==> config.mk <==
export PLATFORM = sky130hd
export DESIGN_NAME = supply_reset_gen
export DESIGN_NICKNAME = d
export VERILOG_FILES = /design/src/rtl/rstgen_pkg.sv /design/src/rtl/rg_sync.sv /design/src/rtl/rg_tick.sv /design/src/rtl/rg_pb_filter.sv /design/src/rtl/rg_hold.sv /design/src/rtl/supply_reset_gen.sv
export SDC_FILE = /design/constraint.sdc
export NUM_CORES = 1
export LEC_CHECK = 0
export BUFFER_PORTS_ARGS = -buffer_cell sky130_fd_sc_hd__buf_2
export CAP_MARGIN = 5
export CELL_PAD_IN_SITES_DETAIL_PLACEMENT = 1
export CELL_PAD_IN_SITES_GLOBAL_PLACEMENT = 1
export CORE_ASPECT_RATIO = 2
export CORE_MARGIN = 2
export CORE_UTILIZATION = 48
export DETAILED_ROUTE_END_ITERATION = 16
export GPL_TIMING_DRIVEN = 0
export MAX_ROUTING_LAYER = met4
export PLACE_DENSITY_LB_ADDON = 0.1
export SYNTH_ARGS = -nofsm -noshare
export SYNTH_HDL_FRONTEND = slang
export SYNTH_SLANG_ARGS = --single-unit
==> constraint.sdc <==
create_clock -name clk -period 4.2 [get_ports clk]
set_clock_uncertainty 0.2 [all_clocks]
set_input_delay 0.21 -clock clk [delete_from_list [all_inputs] [get_ports clk]]
set_output_delay 0.21 -clock clk [all_outputs]
set_load 0.01 [all_outputs]
==> src/rtl/rstgen_pkg.sv <==
// Shared types for the supply and push-button reset generator.
// Assumes: nothing beyond standard SystemVerilog.
package rstgen_pkg;

    // Raw asynchronous inputs, grouped so one synchronizer bank carries them.
    typedef struct packed {
        logic sup_a;   // supply below upper threshold
        logic sup_b;   // supply below lower threshold
        logic pb_n;    // push-button, low = pressed
        logic tol;     // tolerance strap
    } async_in_t;

    // Reset value of the synchronized bank: button released, no faults.
    localparam async_in_t ASYNC_IDLE = '{sup_a: 1'b0, sup_b: 1'b0, pb_n: 1'b1, tol: 1'b0};

endpackage

==> src/rtl/rg_sync.sv <==
// Two-flop synchronizer bank, one chain per bit.
// Assumes: each bit is an independent level; per-bit reset values given by RST_VAL.
module rg_sync #(
    parameter int          W       = 4,
    parameter logic [W-1:0] RST_VAL = '0
) (
    input  logic         clk,
    input  logic         rst_n,
    input  logic [W-1:0] d,
    output logic [W-1:0] q
);
    for (genvar i = 0; i < W; i++) begin : g_bit
        logic meta;
        // Two-stage capture of one asynchronous bit.
        always_ff @(posedge clk) begin
            if (!rst_n) begin
                meta <= RST_VAL[i];
                q[i] <= RST_VAL[i];
            end else begin
                meta <= d[i];
                q[i] <= meta;
            end
        end
    end
endmodule

==> src/rtl/rg_tick.sv <==
// Free-running divider giving a one-cycle pulse every CYC clock cycles.
// Assumes: CYC >= 1; the first pulse comes CYC cycles after reset.
module rg_tick #(
    parameter int CYC = 125_000
) (
    input  logic clk,
    input  logic rst_n,
    output logic tick
);
    localparam int TW = (CYC > 1) ? $clog2(CYC) : 1;
    localparam logic [TW-1:0] LAST = TW'(CYC - 1);

    logic [TW-1:0] cnt;

    assign tick = (cnt == LAST);

    // Wrap-around cycle counter.
    always_ff @(posedge clk) begin
        if (!rst_n)    cnt <= '0;
        else if (tick) cnt <= '0;
        else           cnt <= cnt + 1'b1;
    end
endmodule

==> src/rtl/rg_pb_filter.sv <==
// Push-button debounce: the press is recognized after DELAY ticks of continuous low.
// Assumes: pb_n_s is already synchronized; any high sample cancels the count.
module rg_pb_filter #(
    parameter int DELAY = 10
) (
    input  logic clk,
    input  logic rst_n,
    input  logic tick,
    input  logic pb_n_s,
    output logic pressed
);
    localparam int CW = $clog2(DELAY + 1);
    localparam logic [CW-1:0] LAST = CW'(DELAY - 1);

    logic [CW-1:0] cnt;

    // Count ticks while held low; set pressed on reaching the delay.
    always_ff @(posedge clk) begin
        if (!rst_n || pb_n_s) begin
            cnt     <= '0;
            pressed <= 1'b0;
        end else if (tick && !pressed) begin
            if (cnt == LAST) pressed <= 1'b1;
            else             cnt     <= cnt + 1'b1;
        end
    end
endmodule

==> src/rtl/rg_hold.sv <==
// Reset stretcher: active while restart is high, then for HOLD+1 more ticks.
// Assumes: restart is synchronous; power-on clear leaves active set.
module rg_hold #(
    parameter int HOLD = 250
) (
    input  logic clk,
    input  logic rst_n,
    input  logic tick,
    input  logic restart,
    output logic active
);
    localparam int CW = $clog2(HOLD + 1);
    localparam logic [CW-1:0] LAST = CW'(HOLD);

    logic [CW-1:0] cnt;

    // Restart on any cause, release after the tick count passes HOLD.
    always_ff @(posedge clk) begin
        if (!rst_n || restart) begin
            cnt    <= '0;
            active <= 1'b1;
        end else if (active && tick) begin
            if (cnt == LAST) active <= 1'b0;
            else             cnt    <= cnt + 1'b1;
        end
    end
endmodule

==> src/rtl/supply_reset_gen.sv <==
// Top of the reset generator: synchronizes causes, selects the supply flag by
// the tolerance strap, debounces the button and stretches reset by HOLD_MS.
// Assumes: CLK_HZ is a multiple of 1000; wdt_req is synchronous to clk.
module supply_reset_gen
    import rstgen_pkg::*;
#(
    parameter int CLK_HZ      = 125_000_000,
    parameter int HOLD_MS     = 250,
    parameter int PB_DELAY_MS = 10
) (
    input  logic clk,
    input  logic rst_n,
    input  logic tol_sel,
    input  logic sup_low_475,
    input  logic sup_low_450,
    input  logic pb_n,
    input  logic wdt_req,
    output logic sys_rst,
    output logic sys_rst_n
);
    localparam int CYC_PER_MS = CLK_HZ / 1000;

    async_in_t raw, syn;
    logic      tick;
    logic      fault_sel;
    logic      pb_pressed;
    logic      restart;
    logic      active;

    assign raw = '{sup_a: sup_low_475, sup_b: sup_low_450, pb_n: pb_n, tol: tol_sel};

    rg_sync #(.W($bits(async_in_t)), .RST_VAL(ASYNC_IDLE)) u_sync (
        .clk(clk), .rst_n(rst_n), .d(raw), .q(syn)
    );

    rg_tick #(.CYC(CYC_PER_MS)) u_tick (
        .clk(clk), .rst_n(rst_n), .tick(tick)
    );

    rg_pb_filter #(.DELAY(PB_DELAY_MS)) u_pb (
        .clk(clk), .rst_n(rst_n), .tick(tick), .pb_n_s(syn.pb_n), .pressed(pb_pressed)
    );

    // Strap chooses which comparator flag is a power failure.
    assign fault_sel = syn.tol ? syn.sup_b : syn.sup_a;
    assign restart   = fault_sel | pb_pressed | wdt_req;

    rg_hold #(.HOLD(HOLD_MS)) u_hold (
        .clk(clk), .rst_n(rst_n), .tick(tick), .restart(restart), .active(active)
    );

    assign sys_rst   = active;
    assign sys_rst_n = ~active;
endmodule

# After elaboration in Yosys (flattened, before gate mapping)
# Cells that the tools add are included.
[word_totals]
reg_bits = 39
inputBits = 7
out_inout_bits = 2
elab_cells = 37
[classes]
n_addsub = 3
eq_ne = 3
n_mux = 1
bitwise = 6
reduce_logical = 11
[ops]
columns = ["op", "count"]
rows = [
  ["17-bit by 1-bit adder with 17-bit output (second input constant)", 1],
  ["17-bit equality test (second input constant)", 1],
  ["8-bit by 1-bit adder with 8-bit output (second input constant)", 1],
  ["8-bit equality test (second input constant)", 1],
  ["2-bit AND reduction", 4],
  ["4-bit by 1-bit adder with 4-bit output (second input constant)", 1],
  ["4-bit equality test (second input constant)", 1],
  ["1-bit NOT", 4],
  ["1-bit logical AND", 2],
  ["1-bit logical NOT", 2],
  ["1-bit logical OR", 2],
  ["1-bit bitwise OR", 2],
  ["2-bit OR reduction", 1],
  ["1-bit 2-to-1 mux", 1],
]

# Logic depth before layout (Yosys ltp)
# Gate-level depths: netlist (run 1).
[logic_depth]
depth_word = 4
depth_mapped = 7

# Hierarchy
# A second synthesis (run 1) with hierarchy kept.
[unflattened]
hier_cells = 190
hier_area_um2 = 1736.7
[by_module_without_submodules]
columns = ["module", "n_inst", "cells_per_inst", "area_each_um2", "seq_area_each_um2"]
rows = [
  ["rg_tick", 1, 90, 803.3, 340.3],
  ["rg_hold", 1, 53, 456.7, 180.2],
  ["rg_pb_filter", 1, 27, 245.2, 100.1],
  ["rg_sync", 1, 16, 210.2, 160.2],
  ["supply_reset_gen", 1, 4, 21.3, 0.0],
]

# Worst setup path after synthesis (run 1)
# OpenSTA, ideal clock, no wires.
[synth_timing]
path_kind = "flip-flop to flip-flop"
startpoint = "register u_tick.cnt[0]"
endpoint = "register u_hold.cnt[3]"
setup_ns = 0.072
t_arrival_ns = 1.652
required_ns = 3.928
path_slack_ns = 2.276
path_stages_with_launch = 7
path_buffers = 1
period_less_slack_ns = 1.924
cell_sequence = "dfxtp_1 ha_1 and4bb_2 nand4_2 buf_6 or4_1 a21oi_1"
[synth_via]
elab_chain_cells = 3
[synth_rtl]
columns = ["element", "line_no", "rtl"]
rows = [
  ["start, declared", "rg_tick.sv:13", "logic [TW-1:0] cnt;"],
  ["start signal, assigned", "rg_tick.sv:21", "else cnt <= cnt + 1'b1;"],
  ["17-bit equality test", "rg_tick.sv:15", "assign tick = (cnt == LAST);"],
  ["1-bit logical AND", "rg_hold.sv:22", "end else if (active && tick) begin"],
  ["2-bit AND reduction (no source line)", "--", ""],
  ["end signal, assigned", "rg_hold.sv:24", "else cnt <= cnt + 1'b1;"],
  ["end, declared", "rg_hold.sv:15", "logic [CW-1:0] cnt;"],
]
# No other way between the ends.
# A chain may end at the register's enable or synchronous reset.

# Worst setup path after layout (run 1)
[layout_timing]
startpoint = "register u_tick.cnt[0]"
endpoint = "register u_hold.cnt[0]"
# Same word-level chain as after synthesis.

==> results of run 1 <==
## layer usage
metal  track usage  vias up  routed length, um
met5             -        -                  0
met4        0.1212        0                134
met3       0.04200       11                 84
met2        0.4583       24               2653
met1        0.1955      721               1455
li1              -      711                  -
## Yosys cell counts (all sizes together), types with 5 or more instances
master  number
nand2b       5
nor2        19
nand4        7
a21oi       12
nand2       12
ha           5
inv          5
nand3        6
o31ai        8
xnor2        9
nor3         5
and2         8
dfxtp       39
or4          9
## kinds of logic after synthesis
kind of cell,share of synthesized area
fa+ha+maj,0.03559
mux,0.01139
buf+inv,0.02633
flops,0.4441
compound gates,0.09609
simple gates,0.3217
xor+xnor,0.06477
## layout by cell type, fill, tap and decap left out, types with 2 or more instances in the layout
cell type,n
a21oi_1,12
and2_1,8
and3_1,2
and4_1,4
buf_2,9
clkbuf_1,4
clkbuf_8,5
dfxtp_1,39
dlygate4sd3_1,4
ha_1,5
inv_1,5
mux2i_1,2
nand2_1,12
nand2b_1,5
nand3_1,6
nand4_1,5
nor2_1,19
nor3_1,5
nor4_1,3
o21ai_0,3
o31ai_1,8
or4_1,9
or4b_1,2
xnor2_1,9
xor2_1,4
## power by group
part | internal (mW) | switching, mW
Clock | 0.116 | 0.134
Sequential | 0.375 | 0.00311
Combinational | 0.0105 | 0.0111
Total | 0.502 | 0.148
## worst max-delay path: cells and delay by family, from the launching register on
kind                       cells  cell delay (ns)
and+or+nand+nor                2             0.46
buffers and inverters          2             0.45
AOI/OAI and AO/OA              2             0.43
DFF                            1             0.36
adders and majority gates      1             0.25
## cell type report
cell class / count / area, um2 / share of cell area
buffer: 5 / 27.53 / 0.01387
clock buffer: 6 / 72.57 / 0.03657
timing repair buffer: 12 / 80.08 / 0.04035
multi-input combinational: 137 / 930.9 / 0.4691
tap: 49 / 61.31 / 0.03090
inverter: 5 / 18.77 / 0.009458
sequential: 39 / 780.7 / 0.3934
clock inverter: 2 / 12.51 / 0.006305
## state kept, by name (all words and copies together) (netlist names)
| register | flops |
|---|---|
| u_sync.q | 4 |
| u_tick.cnt | 17 |
| u_pb.cnt | 4 |
| u_sync.g_bit.meta | 4 |
| u_pb.pressed | 1 |
| u_hold.active | 1 |
| u_hold.cnt | 8 |
## per-stage QoR
step,util,setup slack (ns),cells,total power [mW],cell area [um2]
floorplan,-,2.276,186,0.3978,1758
global placement,0.5210,2.034,243,0.4040,1859
detailed placement,0.5210,1.928,243,0.4058,1859
CTS,0.5561,1.908,255,0.6549,1984
global route,0.5561,1.747,255,0.6740,1984
finish,0.5561,1.920,255,0.6504,1984
## worst min path at each step
stage,from,end,slack (ns),depth (start not counted)
3_5_place_dp,u_sync.g_bit[1].meta,u_sync.q[1],0.20,1
2_1_floorplan,pb_n,u_sync.g_bit[1].meta,0.11,1
3_3_place_gp,u_sync.g_bit[1].meta,u_sync.q[1],0.20,1
5_1_grt,rst_n,u_hold.active,0.13,3
4_1_cts,rst_n,u_hold.active,0.10,3
6_report,rst_n,u_hold.active,0.10,3
## repair_timing
item | 4_1_cts | 5_1_grt
endpoints found under the hold margin | 4 | 0
hold buffers | 4 | 0
setup buffers | 0 | 0
==> flow_metrics.py, run 1 <==
metrics = {
    "floorplan": {
        "fp-row-count": 31,
        "die-area_um2": 4192,
        "start_util": 0.4926,
        "die_h_um": 89.59,
        "fp.coreArea_um2": 3568,
        "die_w_um": 46.79,
        "io_pins": 9,
    },
    "grt": {
        "grt_start_max_net_pins": 13,
        "antenna_found_initial": 0,
        "grt_pass1_wl_mm": 6.886,
        "grt_pass1_vias": 1569,
        "grt.total_usage": 0.2376,
        "grt-ovfl-total": 0,
    },
    "critical_path": {
        "reg2reg_from": "u_tick.cnt[0]",
        "cp.required_ns": 4.15,
        "worstSetupPathType": "reg2reg",
        "worstSetupStartpointType": "flip-flop",
        "slowest_stage": "dfxtp_1",
        "r2r_cells": 7,
        "reg2reg_to": "u_hold.cnt[0]",
        "startpoint": "u_tick.cnt[0]",
        "cp_max_fo": 10,
        "endpoint_kind": "flip-flop",
        "crit_chain": "ha_1, and4bb_2, nand4_2, buf_6, clkbuf_1, o31ai_1, a21oi_1",
        "crit_arrival_ns": 2.23,
        "crit_end": "u_hold.cnt[0]",
        "cp_slowest_stage_delay_ns": 0.36,
        "reg2reg_slack_ns": 1.92,
    },
    "drt": {
        "drc": 0,
        "drt-vias-per-instance": 5.753,
        "first_pass_iters": 4,
        "num_vias": 1467,
        "drt_iter0_drc": 18,
        "drt_wl_total_mm": 4.327,
        "ant_nets": 0,
        "post_drt_wl_per_cell_um": 16.97,
    },
    "logic_synthesis": {
        "avgSynthCellArea_um2": 9.451,
        "synth_nets": 198,
        "yosysTopAreaCell": "dfxtp_1",
        "synth_top_area_frac": 0.4441,
        "netlist_top_cells_area": "dfxtp_1 (44%), xnor2_1 (4.5%), nor2_1 (4.1%)",
        "synth_cells": 186,
        "synth_edf_count": 0,
        "ys_async_sr_fraction": 0,
        "syn_area_um2": 1758,
        "ys.warnings.count": 0,
        "yosysUniqueCellTypes": 38,
        "synth-seq-cells": 39,
        "ys_seq_area_frac": 0.4441,
        "ys.flop_type": "dfxtp_1",
    },
    "run": {
        "drv_cap": 0,
    },
    "sta": {
        "period_minus_slack_ns": 2.280,
        "hold_viol": 0,
        "max-slew-margin-rel": 0.6870,
        "final.setup.tns_ns": 0,
        "worst_slew_pin_slew_ns": 0.4695,
        "setup_viol": 0,
        "period_share": 0.5429,
        "drv_slew": 0,
        "hold_ws_ns": 0.1005,
        "rsz0062_at_grt": "no",
        "timing.fmax_mhz": 438.6,
    },
    "placed_design": {
        "dp_hpwl_mm": 3.253,
        "io_buffer_count": 8,
        "gp_congestion": 0.8947,
    },
    "clock_network": {
        "cts_inserted_buffers": 5,
        "cts_tree": "built",
        "cts_max_level": 2,
        "post_cts_resized": 0,
        "cts_buffer_depth": 2,
        "cts.sinks": 39,
        "clock_latency_ns": 0.29,
        "clkTransAtPathRegs_ns": 0.08,
        "clockRootBuffer": "clkbuf_8",
    },
    "layout": {
        "fillerInstances": 429,
        "final_nets": 217,
        "area_growth_pct": 12.88,
        "diodes": 0,
        "final_layout_size_suffix_gt1_frac": 0.1068,
    },
    "run_status": {
        "status": "completed",
    },
    "power_and_ir_drop": {
        "leakage_nw": 0.6878,
        "ir_drop_mv": 0.3090,
        "pwr_density_cell_nw_per_um2": 327.7,
    },
    "worst_hold_path": {
        "hold_class": "in2reg",
    },
}
(Power assumes the default switching activity.)
==> inputs of run 2 (changes only) <==
--- a/config.mk
+++ b/config.mk
@@ -11,7 +11,7 @@
 export CELL_PAD_IN_SITES_GLOBAL_PLACEMENT = 1
 export CORE_ASPECT_RATIO = 2
 export CORE_MARGIN = 2
-export CORE_UTILIZATION = 48
+export CORE_UTILIZATION = 46
 export DETAILED_ROUTE_END_ITERATION = 16
 export GPL_TIMING_DRIVEN = 0
 export MAX_ROUTING_LAYER = met4
==> constraint.sdc (replaced) <==
create_clock -name clk -period 2.2 [get_ports clk]
set_clock_uncertainty 0.2 [all_clocks]
set_input_delay 0.11 -clock clk [delete_from_list [all_inputs] [get_ports clk]]
set_output_delay 0.11 -clock clk [all_outputs]
set_load 0.01 [all_outputs]
==> run 2 against run 1 <==
Global-route usage fell by 1.5 points; via count rose by 0.20%; combinational power rose by 110%; sequential share of layout area fell by 1.5 points; setup slack got worse by 1.9 ns; critical endpoint unchanged; core utilization rose by 0.98 points; critical path depth did not move; first-iteration DRC count fell by 11%; fmax rose by 6.5%; clock power rose by 140%; count of clock-buffer cells in the layout fell by 1; final cell count rose by 0.39%.
==> flow_metrics.py, run 2 (synthesized netlist as in run 1, its figures left out) <==
metrics = {
    "run_status": {
        "status": "completed",
    },
    "worst_hold_path": {
        "hold_start": "wdt_req",
        "hold_class": "in2reg",
    },
    "floorplan": {
        "fp-row-count": 31,
        "fp.coreArea_um2": 3646,
        "die-area_um2": 4362,
        "io_pins": 9,
        "die_w_um": 47.71,
        "start_util": 0.4822,
        "die_h_um": 91.43,
    },
    "drt": {
        "drc": 0,
        "drt_wl_total_mm": 4.344,
        "post_drt_wl_per_cell_um": 16.97,
        "num_vias": 1470,
        "drt-vias-per-instance": 5.742,
        "ant_nets": 0,
        "drt_iter0_drc": 16,
        "first_pass_iters": 4,
    },
    "sta": {
        "max-slew-margin-rel": 0.7483,
        "fin_ws_ns": 0.05805,
        "hold_ws_ns": 0.04589,
        "final.setup.tns_ns": 0,
        "hold_viol": 0,
        "period_share": 0.9736,
        "period_minus_slack_ns": 2.142,
        "drv_slew": 0,
        "worst_slew_pin_slew_ns": 0.3765,
        "timing.fmax_mhz": 466.9,
        "setup_viol": 0,
    },
    "critical_path": {
        "cp_max_fo": 10,
        "path_delay_family": "simple AND/OR/NAND/NOR gates",
        "cp_slowest_stage_delay_ns": 0.40,
        "crit_chain": "ha_4, and4bb_2, nand4_4, buf_6, clkbuf_2, o31ai_2, a21oi_1",
        "worstSetupPathType": "reg2reg",
        "crit_arrival_ns": 2.12,
        "cp.required_ns": 2.18,
        "worstSetupStartpointType": "flip-flop",
        "startpoint": "u_tick.cnt[0]",
        "endpoint_kind": "flip-flop",
        "path_buf_inv": 2,
        "slowest_stage": "dfxtp_1",
        "reg2reg_from": "u_tick.cnt[0]",
    },
    "clock_network": {
        "clockRootBuffer": "clkbuf_8",
        "cts_max_level": 2,
        "cts_tree": "built",
        "clkTransAtPathRegs_ns": 0.08,
        "cts.sinks": 39,
        "post_cts_buffers": 0,
        "cts_inserted_buffers": 5,
        "clock_latency_ns": 0.30,
        "cts_buffer_depth": 2,
    },
    "layout": {
        "largest_reg_flops": 17,
        "top_register": "u_tick.cnt",
        "reg_top3": "u_tick.cnt: 17 flops, u_hold.cnt: 8 flops",
        "diodes": 0,
        "area_growth_pct": 17.37,
        "final_layout_size_suffix_gt1_frac": 0.1304,
        "stdcell_area_um2": 2063,
        "final_nets": 218,
        "final_cell_mix": "dfxtp_1 (39), nor2_1 (19), a21oi_1 (12), nand2_1 (12)",
        "layout_commonest_cell": "dfxtp_1",
    },
    "placed_design": {
        "dp_hpwl_mm": 3.082,
        "gp_congestion": 0.8940,
        "dp_slack_ns": -0.04273,
        "io_buffer_count": 8,
        "dpl_cell_area_um2": 1859,
    },
    "power_and_ir_drop": {
        "switching_share": 0.2170,
        "ir_drop_mv": 0.3265,
        "leakage_nw": 0.7185,
        "pwr_density_cell_nw_per_um2": 666.9,
        "p_seq_frac": 0.526,
        "p_int_mw": 1.077,
        "p_total_mw": 1.376,
        "clock_power_share": 0.441,
        "pwr-share-comb": 0.033,
        "p_switching_mw": 0.2986,
    },
    "grt": {
        "grt_start_max_net_pins": 14,
        "grt_pass1_vias": 1562,
        "grt-ovfl-total": 0,
        "antenna_found_initial": 0,
        "grt_pass1_wl_mm": 6.858,
        "grt.total_usage": 0.2227,
    },
    "run": {
        "drv_cap": 0,
    },
}
-- run 2: cell count changes in the layout (fill, tap and decap cells not counted), sizes merged --
| cell | previous run | this run |
|---|---|---|
| clkbuf | 9 | 8 |
| clkinvlp | 1 | 0 |
| bufinv | 0 | 1 |
| dlygate4sd3 | 4 | 5 |
| clkinv | 1 | 2 |
-- run 2: worst register-to-register path, stage by stage, from the launching register on --
cell      delay [ns]
dfxtp_1         0.40
ha_4            0.19
and4bb_2        0.29
nand4_4         0.15
buf_6           0.19
clkbuf_2        0.21
o31ai_2         0.29
a21oi_1         0.11
-- run 2: per-stage QoR --
stage          cells  utilization
3_3_place_gp     243       0.5100
3_5_place_dp     243       0.5100
2_1_floorplan    186            -
6_report         256       0.5659
4_1_cts          256       0.5556
5_1_grt          256       0.5659
-- run 2: power by group through the flow --
stage | sequential, mW | combinational [mW] | clock, mW
after floorplan | 0.737 | 0.0222 | 0
after global placement | 0.738 | 0.0332 | 0
after detailed placement | 0.739 | 0.0359 | 0
after CTS | 0.723 | 0.0431 | 0.614
after global routing | 0.726 | 0.0501 | 0.651
final | 0.724 | 0.0448 | 0.607
-- run 2: worst paths after layout --
check	to	slack, ns	cells after the start
hold reg to reg	u_sync.q[1]	0.22	1
hold / removal	u_hold.active	0.05	4
setup / recovery	u_hold.cnt[0]	0.06	7
setup reg to reg	u_hold.cnt[0]	0.06	7
-- run 2: what timing repair did --
item | CTS | global route
cloned | 0 | 0
pin swaps | 0 | 1
resized for setup | 2 | 5
hold endpoints to repair | 5 | 0
setup endpoints to repair | 6 | 18
hold buffers | 5 | 0
-- run 2: layout make-up --
cell class / count / area [um2]
Sequential cell: 39 / 780.7
Inverter: 5 / 18.77
Clock inverter: 3 / 43.79
Timing Repair Buffer: 13 / 90.09
Clock buffer: 5 / 68.82
Multi-Input combinational cell: 137 / 970.9
Tap cell: 49 / 61.31
Buffer: 5 / 28.78
Fill cell: 452 / 1583
-- run 2: layer usage --
metal	part of all wire	vias up	wire (um)	GRT usage
met1	0.36	726	1576	0.1845
met5	0	-	0	-
met4	0.024	0	104	0.09234
met3	0.013	10	55	0.03181
li1	-	718	-	-
met2	0.60	16	2606	0.4278
